**config.mk**
```make
export PLATFORM = sky130hd
export DESIGN_NAME = mezz_slot_decoder
export DESIGN_NICKNAME = d
export VERILOG_FILES = /design/src/rtl/mezz_pkg.sv /design/src/rtl/mezz_addr_split.sv /design/src/rtl/mezz_lane_swap.sv /design/src/rtl/mezz_ack_gen.sv /design/src/rtl/mezz_slot_decoder.sv
export SDC_FILE = /design/constraint.sdc
export NUM_CORES = 1
export LEC_CHECK = 0
export BUFFER_PORTS_ARGS = -buffer_cell sky130_fd_sc_hd__buf_2
export CORE_MARGIN = 8
export CORE_UTILIZATION = 32
export DETAILED_ROUTE_END_ITERATION = 8
export GPL_ROUTABILITY_DRIVEN = 0
export GPL_TIMING_DRIVEN = 1
export SYNTH_ARGS = -nofsm -noshare
export SYNTH_HDL_FRONTEND = slang
export SYNTH_SLANG_ARGS = --single-unit
```
**constraint.sdc**
```tcl
create_clock -name clk -period 1.91 [get_ports clk]
set_input_delay 0.2865 -clock clk [delete_from_list [all_inputs] [get_ports clk]]
set_output_delay 0.2865 -clock clk [all_outputs]
set_load 0.02 [all_outputs]
```
**src/rtl/mezz_pkg.sv**
```systemverilog
package mezz_pkg;
  typedef enum logic [1:0] {
    SP_IO  = 2'd0,
    SP_ID  = 2'd1,
    SP_INT = 2'd2
  } space_e;

  localparam logic [1:0] SZ_BYTE = 2'd0;
  localparam logic [1:0] SZ_HALF = 2'd1;
  localparam logic [1:0] RAW_ID  = 2'd2;
  localparam logic [1:0] RAW_INT = 2'd3;
endpackage

```
**src/rtl/mezz_addr_split.sv**
```systemverilog
module mezz_addr_split
  import mezz_pkg::*;
#(
  parameter int ADDR_W = 10,
  parameter int SLOT_W = 2,
  parameter int OFF_W  = 7
) (
  input  logic [ADDR_W-1:0] addr,
  input  logic              byte_flip,
  output logic [SLOT_W-1:0] slot,
  output space_e            space,
  output logic [OFF_W-1:0]  offset,
  output logic              ack_hit,
  output logic              ack_line
);
  localparam int SUB_OFF_W = OFF_W - 1;

  logic [ADDR_W-1:0] eff;
  logic [1:0]        raw;

  always_comb begin
    eff      = addr ^ {{(ADDR_W-1){1'b0}}, byte_flip};
    slot     = eff[ADDR_W-1 -: SLOT_W];
    raw      = eff[SUB_OFF_W+1 -: 2];
    ack_hit  = 1'b0;
    ack_line = 1'b0;
    case (raw)
      RAW_ID:  space = SP_ID;
      RAW_INT: space = SP_INT;
      default: space = SP_IO;
    endcase
    if (space == SP_IO) begin
      offset = eff[OFF_W-1:0];
    end else begin
      offset = {1'b0, eff[SUB_OFF_W-1:0]};
    end
    if (space == SP_INT) begin
      ack_hit  = (eff[SUB_OFF_W-1:2] == '0) && (eff[0] == 1'b0);
      ack_line = eff[1];
    end
  end
endmodule

```
**src/rtl/mezz_lane_swap.sv**
```systemverilog
module mezz_lane_swap #(
  parameter int DATA_W = 16
) (
  input  logic [DATA_W-1:0] din,
  input  logic              swap,
  output logic [DATA_W-1:0] dout
);
  localparam int HALF = DATA_W / 2;

  logic [DATA_W-1:0] swapped;

  for (genvar i = 0; i < 2; i++) begin : g_lane
    assign swapped[i*HALF +: HALF] = din[(1-i)*HALF +: HALF];
  end

  assign dout = swap ? swapped : din;
endmodule

```
**src/rtl/mezz_ack_gen.sv**
```systemverilog
module mezz_ack_gen #(
  parameter int NUM_SLOTS = 4,
  parameter int SLOT_W    = 2
) (
  input  logic                   enable,
  input  logic [SLOT_W-1:0]      slot,
  input  logic                   line,
  input  logic [2*NUM_SLOTS-1:0] status,
  input  logic [2*NUM_SLOTS-1:0] edge_sel,
  output logic [2*NUM_SLOTS-1:0] ack
);
  for (genvar s = 0; s < NUM_SLOTS; s++) begin : g_slot
    for (genvar l = 0; l < 2; l++) begin : g_line
      assign ack[2*s+l] = enable && (slot == SLOT_W'(s)) && (line == l[0])
                          && status[2*s+l] && !edge_sel[2*s+l];
    end
  end
endmodule

```
**src/rtl/mezz_slot_decoder.sv**
```systemverilog
module mezz_slot_decoder
  import mezz_pkg::*;
#(
  parameter int NUM_SLOTS = 4,
  parameter int DATA_W    = 16,
  parameter int OFF_W     = 7
) (
  input  logic                        clk,
  input  logic                        rst_n,
  input  logic                        req_valid,
  input  logic                        req_write,
  input  logic [1:0]                  req_size,
  input  logic [$clog2(NUM_SLOTS)+7:0] req_addr,
  input  logic [DATA_W-1:0]           req_wdata,
  input  logic                        big_endian,
  input  logic [NUM_SLOTS-1:0]        slot_present,
  input  logic [2*NUM_SLOTS-1:0]      irq_status,
  input  logic [2*NUM_SLOTS-1:0]      irq_edge,
  input  logic [NUM_SLOTS*DATA_W-1:0] slot_rdata,
  output logic [NUM_SLOTS-1:0]        slot_req,
  output logic [1:0]                  slot_space,
  output logic [OFF_W-1:0]            slot_offset,
  output logic                        slot_write,
  output logic                        slot_half,
  output logic [DATA_W-1:0]           slot_wdata,
  output logic [2*NUM_SLOTS-1:0]      irq_ack,
  output logic                        rsp_valid,
  output logic [DATA_W-1:0]           rsp_data
);
  localparam int SLOT_W = $clog2(NUM_SLOTS);
  localparam int ADDR_W = SLOT_W + 8;
  localparam int ACK_W  = 2 * NUM_SLOTS;

  // decode of the incoming request
  logic [SLOT_W-1:0] dec_slot;
  space_e            dec_space;
  logic [OFF_W-1:0]  dec_off;
  logic              dec_ack_hit;
  logic              dec_ack_line;
  logic              byte_flip;
  logic              size_ok;
  logic              hit;
  logic [DATA_W-1:0] wdata_sw;
  logic [ACK_W-1:0]  ack_vec;

  // stage 1: slot strobe
  logic [NUM_SLOTS-1:0] q_req,      n_req;
  logic [1:0]           q_space,    n_space;
  logic [OFF_W-1:0]     q_off,      n_off;
  logic                 q_write,    n_write;
  logic                 q_half,     n_half;
  logic [DATA_W-1:0]    q_wdata,    n_wdata;
  logic [SLOT_W-1:0]    q_slot,     n_slot;
  logic                 q_swap_rd,  n_swap_rd;
  logic [ACK_W-1:0]     q_ack,      n_ack;
  logic                 q_rd_pend,  n_rd_pend;
  logic                 q_rd_live,  n_rd_live;
  logic                 cap_en;

  // stage 2: response
  logic                 q_rsp_v,    n_rsp_v;
  logic [DATA_W-1:0]    q_rsp_d,    n_rsp_d;
  logic [DATA_W-1:0]    rd_sel;
  logic [DATA_W-1:0]    rd_sw;

  assign byte_flip = big_endian && (req_size == SZ_BYTE);
  assign size_ok   = (req_size == SZ_BYTE) || (req_size == SZ_HALF);

  mezz_addr_split #(
    .ADDR_W (ADDR_W),
    .SLOT_W (SLOT_W),
    .OFF_W  (OFF_W)
  ) u_split (
    .addr      (req_addr[ADDR_W-1:0]),
    .byte_flip (byte_flip),
    .slot      (dec_slot),
    .space     (dec_space),
    .offset    (dec_off),
    .ack_hit   (dec_ack_hit),
    .ack_line  (dec_ack_line)
  );

  mezz_lane_swap #(.DATA_W(DATA_W)) u_wswap (
    .din  (req_wdata),
    .swap (big_endian && (req_size == SZ_HALF)),
    .dout (wdata_sw)
  );

  mezz_ack_gen #(.NUM_SLOTS(NUM_SLOTS), .SLOT_W(SLOT_W)) u_ack (
    .enable   (hit && !req_write && dec_ack_hit),
    .slot     (dec_slot),
    .line     (dec_ack_line),
    .status   (irq_status),
    .edge_sel (irq_edge),
    .ack      (ack_vec)
  );

  assign rd_sel = slot_rdata[q_slot*DATA_W +: DATA_W];

  mezz_lane_swap #(.DATA_W(DATA_W)) u_rswap (
    .din  (rd_sel),
    .swap (q_swap_rd),
    .dout (rd_sw)
  );

  // next-state logic
  always_comb begin
    hit       = req_valid && size_ok && slot_present[dec_slot];
    cap_en    = req_valid;
    n_req     = '0;
    if (hit) n_req[dec_slot] = 1'b1;
    n_ack     = ack_vec;
    n_rd_pend = req_valid && !req_write;
    n_rd_live = hit && !req_write;
    n_space   = q_space;
    n_off     = q_off;
    n_write   = q_write;
    n_half    = q_half;
    n_wdata   = q_wdata;
    n_slot    = q_slot;
    n_swap_rd = q_swap_rd;
    if (cap_en) begin
      n_space   = dec_space;
      n_off     = dec_off;
      n_write   = req_write;
      n_half    = (req_size == SZ_HALF);
      n_wdata   = wdata_sw;
      n_slot    = dec_slot;
      n_swap_rd = big_endian && (req_size == SZ_HALF);
    end
    n_rsp_v = q_rd_pend;
    n_rsp_d = q_rsp_d;
    if (q_rd_pend) begin
      n_rsp_d = q_rd_live ? rd_sw : '0;
    end
  end

  // registers
  always_ff @(posedge clk or negedge rst_n) begin
    if (!rst_n) begin
      q_req     <= '0;
      q_ack     <= '0;
      q_rd_pend <= 1'b0;
      q_rd_live <= 1'b0;
      q_space   <= '0;
      q_off     <= '0;
      q_write   <= 1'b0;
      q_half    <= 1'b0;
      q_wdata   <= '0;
      q_slot    <= '0;
      q_swap_rd <= 1'b0;
      q_rsp_v   <= 1'b0;
      q_rsp_d   <= '0;
    end else begin
      q_req     <= n_req;
      q_ack     <= n_ack;
      q_rd_pend <= n_rd_pend;
      q_rd_live <= n_rd_live;
      q_space   <= n_space;
      q_off     <= n_off;
      q_write   <= n_write;
      q_half    <= n_half;
      q_wdata   <= n_wdata;
      q_slot    <= n_slot;
      q_swap_rd <= n_swap_rd;
      q_rsp_v   <= n_rsp_v;
      q_rsp_d   <= n_rsp_d;
    end
  end

  assign slot_req    = q_req;
  assign slot_space  = q_space;
  assign slot_offset = q_off;
  assign slot_write  = q_write;
  assign slot_half   = q_half;
  assign slot_wdata  = q_wdata;
  assign irq_ack     = q_ack;
  assign rsp_valid   = q_rsp_v;
  assign rsp_data    = q_rsp_d;
endmodule

```
==> flow_summary_export.csv <==
group,metric,value,unit
synth,synth_area_per_cell,10.7,um2
global_routing,grt_pass1_wl,17500,um
worst_setup_path,r2r_start,"q_slot[1]$_DFFE_PN0P_",
run_status,status,"complete, no violations",
cts,cts_setup_buffers,0,
timing,worst_slew_pin_slew,652,ps
floorplanning,fp.dieArea,13800,um2
timing,finalSetupTns,0,ps
timing,final-setup-viol-count,0,
timing,fmaxAchievable,0.643,GHz
worst_setup_path,cp.arrival,1780,ps
worst_setup_path,path_max_fanout,28,
floorplanning,row_count,37,
cells_and_area,syn_to_final_growth,36.9,%
floorplanning,start_util,32.4,%
timing,rsz0062_at_grt,"no",
cells_and_area,fillCellCount,1012,
drt,dr.first_iter.drc_count,127,
cts,cts_root_buf,"clkbuf_8",
floorplanning,die_x,118,um
cts,numCtsBuffers,9,
global_routing,grt_pass1_vias,3440,
synth,syn_nets,426,
worst_setup_path,r2r_slack,350,ps
synth,async_flop_share,100,%
cts,clock_latency,330,ps
timing,fin_skew,2.19,ps
worst_setup_path,worstReg2RegEnd,"rsp_data[15]$_DFFE_PN0P_",
cts,clk_pin_slew,70,ps
floorplanning,pin_count,173,
synth,netlist_area,3300,um2
floorplanning,core_region_area,10200,um2
drt,vias,3079,
worst_setup_path,crit_type,"reg -> reg",
cells_and_area,nets,600,
cts,cts_resized,0,
flow_run,max_cap_violations,0,
power,p_per_area,705,nW/um2
power,total_power,3.19,mW
cells_and_area,final_cell_mix,"buf_2, dfrtp_1, mux2i_1",
floorplanning,die_y,118,um
drt,drc,0,
place,port_buffers,172,
timing,hold_violations,0,
timing,period_needed,1560,ps
timing,slew_violations,0,
worst_setup_path,reg2regPathDepth,5,
global_routing,track_usage,15.6,%
synth,synth_cell_type_count,35,
worst_setup_path,endpoint_kind,"flop",
drt,routed_via_density,4.93,
power,vdd_drop_max,0.362,mV
cells_and_area,final_util,44.4,%
global_routing,grtUsageMet1,17.8,%
min_path,hp-class,"in -> reg",
cells_and_area,final_common_cell,"buf_2",
synth,netlist_instances,309,
global_routing,busiest_layer,"met2",
synth,ys_ff_latch,61,
worst_setup_path,start_kind,"flop",
worst_setup_path,endpoint,"rsp_data[15]$_DFFE_PN0P_",
synth,seq_area_frac_synth,46.2,%
min_path,hold_depth,2,
timing,fin_crit_sh,81.4,%
synth,synth_warnings,0,
global_routing,grt_remaining_overflow,0,
global_routing,antenna_found_initial,0,
place,dpl.hpwl,8320,um
worst_setup_path,crit_start,"q_slot[1]$_DFFE_PN0P_",
cells_and_area,layout-drive-gt1-share,46.5,%
power,cellLeakagePower,2.35,nW
drt,ant_nets,0,
cts,cts-htree-levels,3,
worst_setup_path,cp.required,2130,ps
global_routing,gr-usage-met3,6.91,%
timing,slew_headroom,56.4,%
global_routing,met2_usage,25.3,%
drt,wl,10900,um
timing,fin_hold_ws,104,ps
synth,dominantRegCellSynth,"dfrtp_1",
drt,drtPass1Iterations,4,
cts,cts_tree,"built",
global_routing,grt_max_degree,62,
synth,synth_edf_count,0,
cts,cts_buffer_depth,2,
cts,clock_sinks,61,
drt,routedWlPerCell,17.4,um
cells_and_area,diodes,0,
worst min path at each step:
stage | from | to | slack, ps
after floorplan | rst_n | irq_ack[0]$_DFF_PN0_ | -9
after global placement | rst_n | rsp_valid$_DFF_PN0_ | 330
after detailed placement | rst_n | rsp_valid$_DFF_PN0_ | 330
after CTS | irq_edge[5] | irq_ack[5]$_DFF_PN0_ | 80
after global routing | irq_edge[5] | irq_ack[5]$_DFF_PN0_ | 80
final | irq_edge[5] | irq_ack[5]$_DFF_PN0_ | 100
critical path: stages (launching register included):
cell and delay [ps]:
dfrtp_1 390, buf_12 220, mux2_2 390, nor3b_1 190
a21oi_1 70, a31o_1 180
cell families (layout without fill, tap and decap cells):
logic type	after synthesis	in the layout	synth area share, %
and+or+nand+nor	77	77	16.3
muxes	58	58	18.6
DFF	61	61	46.2
buffers and inverters	35	214	4.39
AOI/OAI and AO/OA	77	77	14.1
xor gates and xnor gates	1	1	0.492
per-layer routing:
metal | share of wire [%] | wire length, um
met1 | 42 | 4510
met2 | 47 | 5110
met3 | 10 | 1080
met4 | 1.5 | 158
met5 | 0 | 0
Yosys cell counts, types with 2 or more instances:
cell type	instances	share of area [%]
mux2_1	3	1.0
a31o_1	8	2.1
inv_1	13	1.5
a22oi_1	8	1.8
nand3_1	9	1.4
o21ai_1	8	1.2
nor3b_1	8	1.8
a21oi_1	33	5.0
a21o_1	8	1.8
buf_2	5	0.76
dfrtp_1	61	46
o21ai_0	4	0.61
nor4b_2	8	3.6
nor2b_1	11	2.1
nand3b_1	4	0.91
nand2_1	4	0.45
nor2_1	23	2.6
mux2i_1	41	12
clkbuf_1	13	1.5
mux2_2	13	4.4
o22ai_1	8	1.5
buf_4	2	0.45
buf_1	2	0.23
metrics by stage:
step	cells	worst slack, ps	instance area (um2)
final	624	355	4520
after floorplan	309	371	3300
after global routing	624	261	4520
after detailed placement	607	160	4350
after global placement	607	194	4350
after CTS	624	352	4520
where the power goes:
part	leakage, nW	internal, mW	switching, mW
Combinational	1.49	0.339	0.447
Clock	0.0829	0.463	0.520
Sequential	0.776	1.37	0.0484
registers in the layout (all words and copies together) (netlist names), 2 cells and up:
name         cells
rsp_data        16
slot_space       2
slot_req         4
q_slot           2
irq_ack          8
slot_wdata      16
slot_offset      7
layout make-up:
type / count / area [um2] / share of cell area [%]
multi-input cells: 213 / 1630 / 36.1
clock buffers: 11 / 131 / 2.90
inverters: 13 / 48.8 / 1.08
clock inverters: 5 / 27.5 / 0.609
well taps: 136 / 170 / 3.76
flip-flops and latches: 61 / 1530 / 33.7
repair buffers: 185 / 986 / 21.8
repair_timing:
action | in CTS | in global routing
hold buffers | 1 | 0
endpoints found under the hold margin | 61 | 0
setup endpoints to repair | 0 | 0
(Power assumes the default switching activity.)
